### config.mk
export PLATFORM = sky130hd
export DESIGN_NAME = ptr_addr_gen
export DESIGN_NICKNAME = d
export VERILOG_FILES = /design/src/rtl/agu_pkg.sv /design/src/rtl/agu_regfile.sv /design/src/rtl/agu_step.sv /design/src/rtl/agu_page.sv /design/src/rtl/ptr_addr_gen.sv
export SDC_FILE = /design/constraint.sdc
export NUM_CORES = 1
export LEC_CHECK = 0
export ABC_AREA = 0
export BUFFER_PORTS_ARGS = -buffer_cell sky130_fd_sc_hd__buf_2
export CORE_AREA = 4 4 160 162
export CTS_CLUSTER_DIAMETER = 50
export DETAILED_ROUTE_END_ITERATION = 8
export DIE_AREA = 0 0 164 166
export PLACE_DENSITY_LB_ADDON = 0.3
export SYNTH_ARGS = -nofsm -noshare
export SYNTH_HDL_FRONTEND = slang
export SYNTH_SLANG_ARGS = --single-unit
### constraint.sdc
create_clock -name clk -period 9.1 [get_ports clk]
set_input_delay 2.275 -clock clk [delete_from_list [all_inputs] [get_ports clk]]
set_output_delay 2.275 -clock clk [all_outputs]
set_load 0.02 [all_outputs]
### src/rtl/agu_pkg.sv
package agu_pkg;

    localparam int NREG  = 8;
    localparam int DW    = 16;
    localparam int PGW   = 9;
    localparam int SELW  = $clog2(NREG);
    localparam int OFW   = DW - PGW;

    typedef enum logic [1:0] {
        M_IDLE = 2'd0,
        M_PTR  = 2'd1,
        M_PAGE = 2'd2,
        M_CMP  = 2'd3
    } mode_e;

    typedef enum logic [2:0] {
        U_KEEP = 3'd0,
        U_INC  = 3'd1,
        U_DEC  = 3'd2,
        U_ADDZ = 3'd3,
        U_SUBZ = 3'd4
    } step_e;

    typedef enum logic [1:0] {
        C_EQ = 2'd0,
        C_LT = 2'd1,
        C_GT = 2'd2,
        C_NE = 2'd3
    } cond_e;

    function automatic logic [DW-1:0] step_value(
        input logic [DW-1:0] cur,
        input logic [DW-1:0] zreg,
        input logic [2:0]    code
    );
        case (code)
            U_INC:   return cur + DW'(1);
            U_DEC:   return cur - DW'(1);
            U_ADDZ:  return cur + zreg;
            U_SUBZ:  return cur - zreg;
            default: return cur;
        endcase
    endfunction

    function automatic logic cond_true(
        input logic [DW-1:0] a,
        input logic [DW-1:0] b,
        input logic [1:0]    c
    );
        case (c)
            C_EQ:    return a == b;
            C_LT:    return a < b;
            C_GT:    return a > b;
            default: return a != b;
        endcase
    endfunction

endpackage

### src/rtl/agu_regfile.sv
module agu_regfile
    import agu_pkg::*;
#(
    parameter int N  = NREG,
    parameter int W  = DW,
    localparam int IW = $clog2(N)
) (
    input  logic          clk,
    input  logic          rst,
    input  logic          we,
    input  logic [IW-1:0] widx,
    input  logic [W-1:0]  wdata,
    input  logic          upd_en,
    input  logic [IW-1:0] upd_idx,
    input  logic [W-1:0]  upd_val,
    input  logic [IW-1:0] rd_idx,
    output logic [W-1:0]  rd_data,
    output logic [W-1:0]  zero_data
);

    logic [N-1:0][W-1:0] regs;

    always_ff @(posedge clk) begin
        if (rst) begin
            regs <= '0;
        end else begin
            for (int i = 0; i < N; i++) begin
                if (we && widx == IW'(i))
                    regs[i] <= wdata;
                else if (upd_en && upd_idx == IW'(i))
                    regs[i] <= upd_val;
            end
        end
    end

    assign rd_data   = regs[rd_idx];
    assign zero_data = regs[0];

    // port write beats a step aimed at the same register
    a_r9_write_wins: assert property (@(posedge clk) disable iff (rst)
        (we && upd_en && widx == upd_idx) |=> regs[$past(widx)] == $past(wdata));

    // an unopposed step lands in the stepped register
    a_r3_step_lands: assert property (@(posedge clk) disable iff (rst)
        (upd_en && !(we && widx == upd_idx)) |=> regs[$past(upd_idx)] == $past(upd_val));

    // reset leaves every register at zero
    a_r1_regs_clear: assert property (@(posedge clk)
        rst |=> regs == '0);

endmodule

### src/rtl/agu_step.sv
module agu_step
    import agu_pkg::*;
(
    input  logic [DW-1:0] cur,
    input  logic [DW-1:0] zreg,
    input  logic [2:0]    code,
    input  logic [1:0]    cond,
    output logic [DW-1:0] nxt,
    output logic          hit
);

    always_comb begin
        nxt = step_value(cur, zreg, code);
        hit = cond_true(cur, zreg, cond);
    end

    // wrap at both ends of the unsigned range
    always_comb begin
        if (code == U_INC && cur == '1)
            a_r4_wrap_up: assert (nxt == '0);
        if (code == U_DEC && cur == '0)
            a_r4_wrap_down: assert (nxt == '1);
    end

endmodule

### src/rtl/agu_page.sv
module agu_page
    import agu_pkg::*;
#(
    parameter int PW = PGW,
    parameter int OW = OFW
) (
    input  logic           clk,
    input  logic           rst,
    input  logic           load,
    input  logic [PW-1:0]  val,
    input  logic [OW-1:0]  off,
    output logic [PW+OW-1:0] daddr
);

    logic [PW-1:0] page_q;

    always_ff @(posedge clk) begin
        if (rst)
            page_q <= '0;
        else if (load)
            page_q <= val;
    end

    assign daddr = {page_q, off};

    // a load becomes visible one edge later
    a_r6_page_load: assert property (@(posedge clk) disable iff (rst)
        load |=> daddr[PW+OW-1:OW] == $past(val));

    a_r6_page_hold: assert property (@(posedge clk) disable iff (rst)
        !load |=> $stable(page_q));

endmodule

### src/rtl/ptr_addr_gen.sv
module ptr_addr_gen
    import agu_pkg::*;
(
    input  logic        clk,
    input  logic        rst,
    input  logic [1:0]  acc_mode,
    input  logic [2:0]  step_code,
    input  logic [1:0]  cmp_cond,
    input  logic        sel_load,
    input  logic [2:0]  sel_val,
    input  logic        page_load,
    input  logic [8:0]  page_val,
    input  logic        reg_we,
    input  logic [2:0]  reg_widx,
    input  logic [15:0] reg_wdata,
    input  logic [6:0]  instr_off,
    output logic [15:0] addr,
    output logic        addr_valid,
    output logic        cmp_flag
);

    logic [SELW-1:0] sel_q;
    logic [DW-1:0]   cur_val;
    logic [DW-1:0]   zero_val;
    logic [DW-1:0]   nxt_val;
    logic            cmp_hit;
    logic [DW-1:0]   page_addr;
    mode_e           mode;

    assign mode = mode_e'(acc_mode);

    always_ff @(posedge clk) begin
        if (rst) begin
            sel_q    <= '0;
            cmp_flag <= 1'b0;
        end else begin
            if (sel_load)
                sel_q <= sel_val;
            if (mode == M_CMP)
                cmp_flag <= cmp_hit;
        end
    end

    agu_regfile u_regs (
        .clk       (clk),
        .rst       (rst),
        .we        (reg_we),
        .widx      (reg_widx),
        .wdata     (reg_wdata),
        .upd_en    (mode == M_PTR),
        .upd_idx   (sel_q),
        .upd_val   (nxt_val),
        .rd_idx    (sel_q),
        .rd_data   (cur_val),
        .zero_data (zero_val)
    );

    agu_step u_step (
        .cur  (cur_val),
        .zreg (zero_val),
        .code (step_code),
        .cond (cmp_cond),
        .nxt  (nxt_val),
        .hit  (cmp_hit)
    );

    agu_page u_page (
        .clk   (clk),
        .rst   (rst),
        .load  (page_load),
        .val   (page_val),
        .off   (instr_off),
        .daddr (page_addr)
    );

    always_comb begin
        unique case (mode)
            M_PTR:   begin addr = cur_val;   addr_valid = 1'b1; end
            M_PAGE:  begin addr = page_addr; addr_valid = 1'b1; end
            default: begin addr = '0;        addr_valid = 1'b0; end
        endcase
    end

    // selector and flag clear on reset
    a_r1_reset_state: assert property (@(posedge clk)
        rst |=> (sel_q == '0 && !cmp_flag));

    // selector reload visible one edge later
    a_r7_sel_reload: assert property (@(posedge clk) disable iff (rst)
        sel_load |=> sel_q == $past(sel_val));

    // the flag moves only in compare mode
    a_r8_flag_hold: assert property (@(posedge clk) disable iff (rst)
        (mode != M_CMP) |=> $stable(cmp_flag));

    // idle and compare drive no address
    a_r10_idle_quiet: assert property (@(posedge clk) disable iff (rst)
        (mode == M_IDLE || mode == M_CMP) |-> (!addr_valid && addr == '0));

endmodule

==> out/summary.txt <==
Max stage delay on crit path = 0.74 ns
Final Cycle Share = 65.3%
Worst-Margin Slew = 1.18 ns
# port buffers = 67
Die Span Y = 166 µm
Starting Density = 39.8%
Worst EP arrival = 3.66 ns
WP buf/inv = 3
layout cells sized above 1 = 15.5%
core area = 24100 µm²
crit-path cells = buf_2 -> inv_1 -> ha_1 -> nand2_1 -> a21oi_1 -> buf_2
die area = 27200 µm²
Slowest-stage cell, CP = ha_1
most frequent cells in the layout = 194 x nor2_1, 139 x dfxtp_1, 108 x a21oi_1, 104 x nand2_1, 66 x buf_2
Synth area leaders = dfxtp_1 29%, nor2_1 7.6%, mux4_2 7.3%
Post-Syn Area per Cell = 8.05 µm²
clock tree from TritonCTS = yes
most common cell after layout, fill and taps aside = nor2_1
fmax = 0.168 GHz
Pleak = 4.01 nW
Hold Vio Cnt, Final = 0
Die W = 164 µm
power per cell area = 168 nW/µm²
Hold WC Path Type = flop to flop
Mapped Cells = 1192
CTS buffer count = 17
pins over their slew limit = 0
Clock Skew = 0.0117 ns
Async SR Flop Fraction = 0%
Synth Area in Simple Gates = 19.6%
Worst Hold Slack = 0.485 ns
Syn Std Cell Area = 9600 µm²
Clock transition at path regs = 0.06 ns
Layout area overhead = 10.9%
detailed-route wire length = 30100 µm
DPL Wire Length = 21800 µm
kind of critical path = primary input to output pin
GP Congestion = 0.884
Hold-fix buffers, CTS = 0
Max FO, Critical Path = 23
Final min period = 5.94 ns
Root Buffer = clkbuf_16
Synth Area in XOR/XNOR = 2.01%
DR DRC count = 0
initial antenna violation count = 0
Net count, final = 1281
final setup violation count = 0
Synth Warn # = 0
critical path capture point type = output pin
synthesized flop and latch total = 141
adder-cell share of the synthesized area = 4.85%
Clk Latency, worst-skew pair = 0.42 ns
Synth cell types = 72
Post-Route Setup TNS = 0 ns
cell row count = 57
Peak supply drop = 0.000102 V
Synth top area share = 29.4%
sequential-to-total area share from yosys stat = 29.4%
Storage cell area = 2830 µm²
Worst setup SP type = primary input
all-layer global routing usage = 21.7%
Rel. slew slack = 20.8%
IO Count = 68
multi-input logic area = 6240 µm²
RSZ-0062 raised after global routing = false
Synth Net Count = 1278
CTS sink cnt = 141
Initial DRT Pass Iterations = 6
maximum buffer depth of the clock tree = 2
vias in the first global route = 8606
post-synth top area cell = dfxtp_1
WL/cell = 19.6 µm
Post-DRT Antenna Nets = 0
H-Tree Depth = 4
largest net degree at the start of global routing = 87
first-pass GRT wire length = 48100 µm
filler instances = 2434
CP dominant cell by count = buf_2
main combinational cell family by area after synthesis = compound AO/OA/AOI/OAI gates
Initial DRC Count = 928
ys flop type = dfxtp_1
status = finished clean
Synth Area in Compound Gates = 27.5%
Crit path max-delay family = adder cells
Post-CTS Setup Inserts = 0
total grt overflow = 0
mux share of post-synthesis cell area = 11.0%
ANT cells = 0
Via-to-Cell Ratio = 6.04
routed via count = 9253
WP data required = 6.83 ns
maxcap violations = 0
PostCTS Resize Cnt = 0
Post-synth EDFFs = 0
-- cell families (layout without fill, tap and decap cells) --
family | Yosys count | after routing
and+or+nand+nor | 419 | 419
xor gates and xnor gates | 22 | 22
DFF | 141 | 141
AOI/OAI and AO/OA | 383 | 383
muxes | 61 | 61
adders and majority gates | 36 | 36
buffers and inverters | 130 | 146
-- tightest hold or removal path: cells and delay by family, from the launching register on --
family	cells	cell delay (ns)
DFF	1	0.31
and+or+nand+nor	1	0.05
AOI/OAI and AO/OA	1	0.08
-- cell usage after synthesis (all sizes together) (9+ instances only) --
cell and instances:
a211oi 53, a21o 20, a21oi 113, a22oi 32, a311oi 16, and3 10, buf 32, clkbuf 69
dfxtp 141, ha 34, inv 29, mux2 15, mux2i 14, mux4 32, nand2 105, nand2b 9
nand3 11, nand3b 10, nor2 195, nor2b 15, nor3 27, o211ai 11, o21ai 47, o221ai 9
o22ai 26, o31a 9, or3 9, xnor2 13, xor2 9
-- cell type report --
class,instances,area share (%)
Clock buffer,18,4.03
Clock inverter,14,1.57
Inverter,29,1.02
Multi-Input combinational cell,921,58.6
Sequential cell,141,26.5
Tap cell,324,3.81
Timing Repair Buffer,85,4.44
-- registers in the layout, summed over array words and instances, names as in the netlist --
signal / count
sel_q: 3
cmp_flag: 1
u_page.page_q: 9
u_regs.regs: 112
u_regs.zero_data: 16
-- layer usage --
metal / share of wire, % / wire length [µm] / global-route usage [%]
met1: 45 / 13600 / 30.8
met2: 47 / 14000 / 34.9
met3: 6.4 / 1930 / 2.76
met4: 1.8 / 554 / 5.58
met5: 0 / 0 / 0
-- power breakdown --
part           internal (W)  switching [W]  total [W]
sequential         0.000643      0.0000148   0.000657
clock              0.000432       0.000283   0.000716
combinational      0.000154       0.000265   0.000419
-- worst paths after layout --
kind	from	to	slack, ns	cells after the start
hold / removal	u_regs.regs[83]	u_regs.regs[83]	0.49	2
setup / recovery	acc_mode[1]	addr[15]	3.16	6
setup reg to reg	sel_q[0]	u_regs.zero_data[12]	4.56	14
hold reg to reg	u_regs.regs[83]	u_regs.regs[83]	0.49	2
-- metrics by stage --
stage,std cells,utilization (%),worst slack [ns],instance area [µm²],total power (W)
6_report,1532,44.2,3.16,10600,0.00179
5_1_grt,1532,44.2,2.98,10600,0.00186
4_1_cts,1532,44.2,3.16,10600,0.00179
3_5_place_dp,1500,41.7,3.17,10000,0.00108
3_3_place_gp,1500,41.7,3.24,10000,0.00108
2_1_floorplan,1192,-,3.29,9600,0.000976
Power figures use the tool's default switching activity.
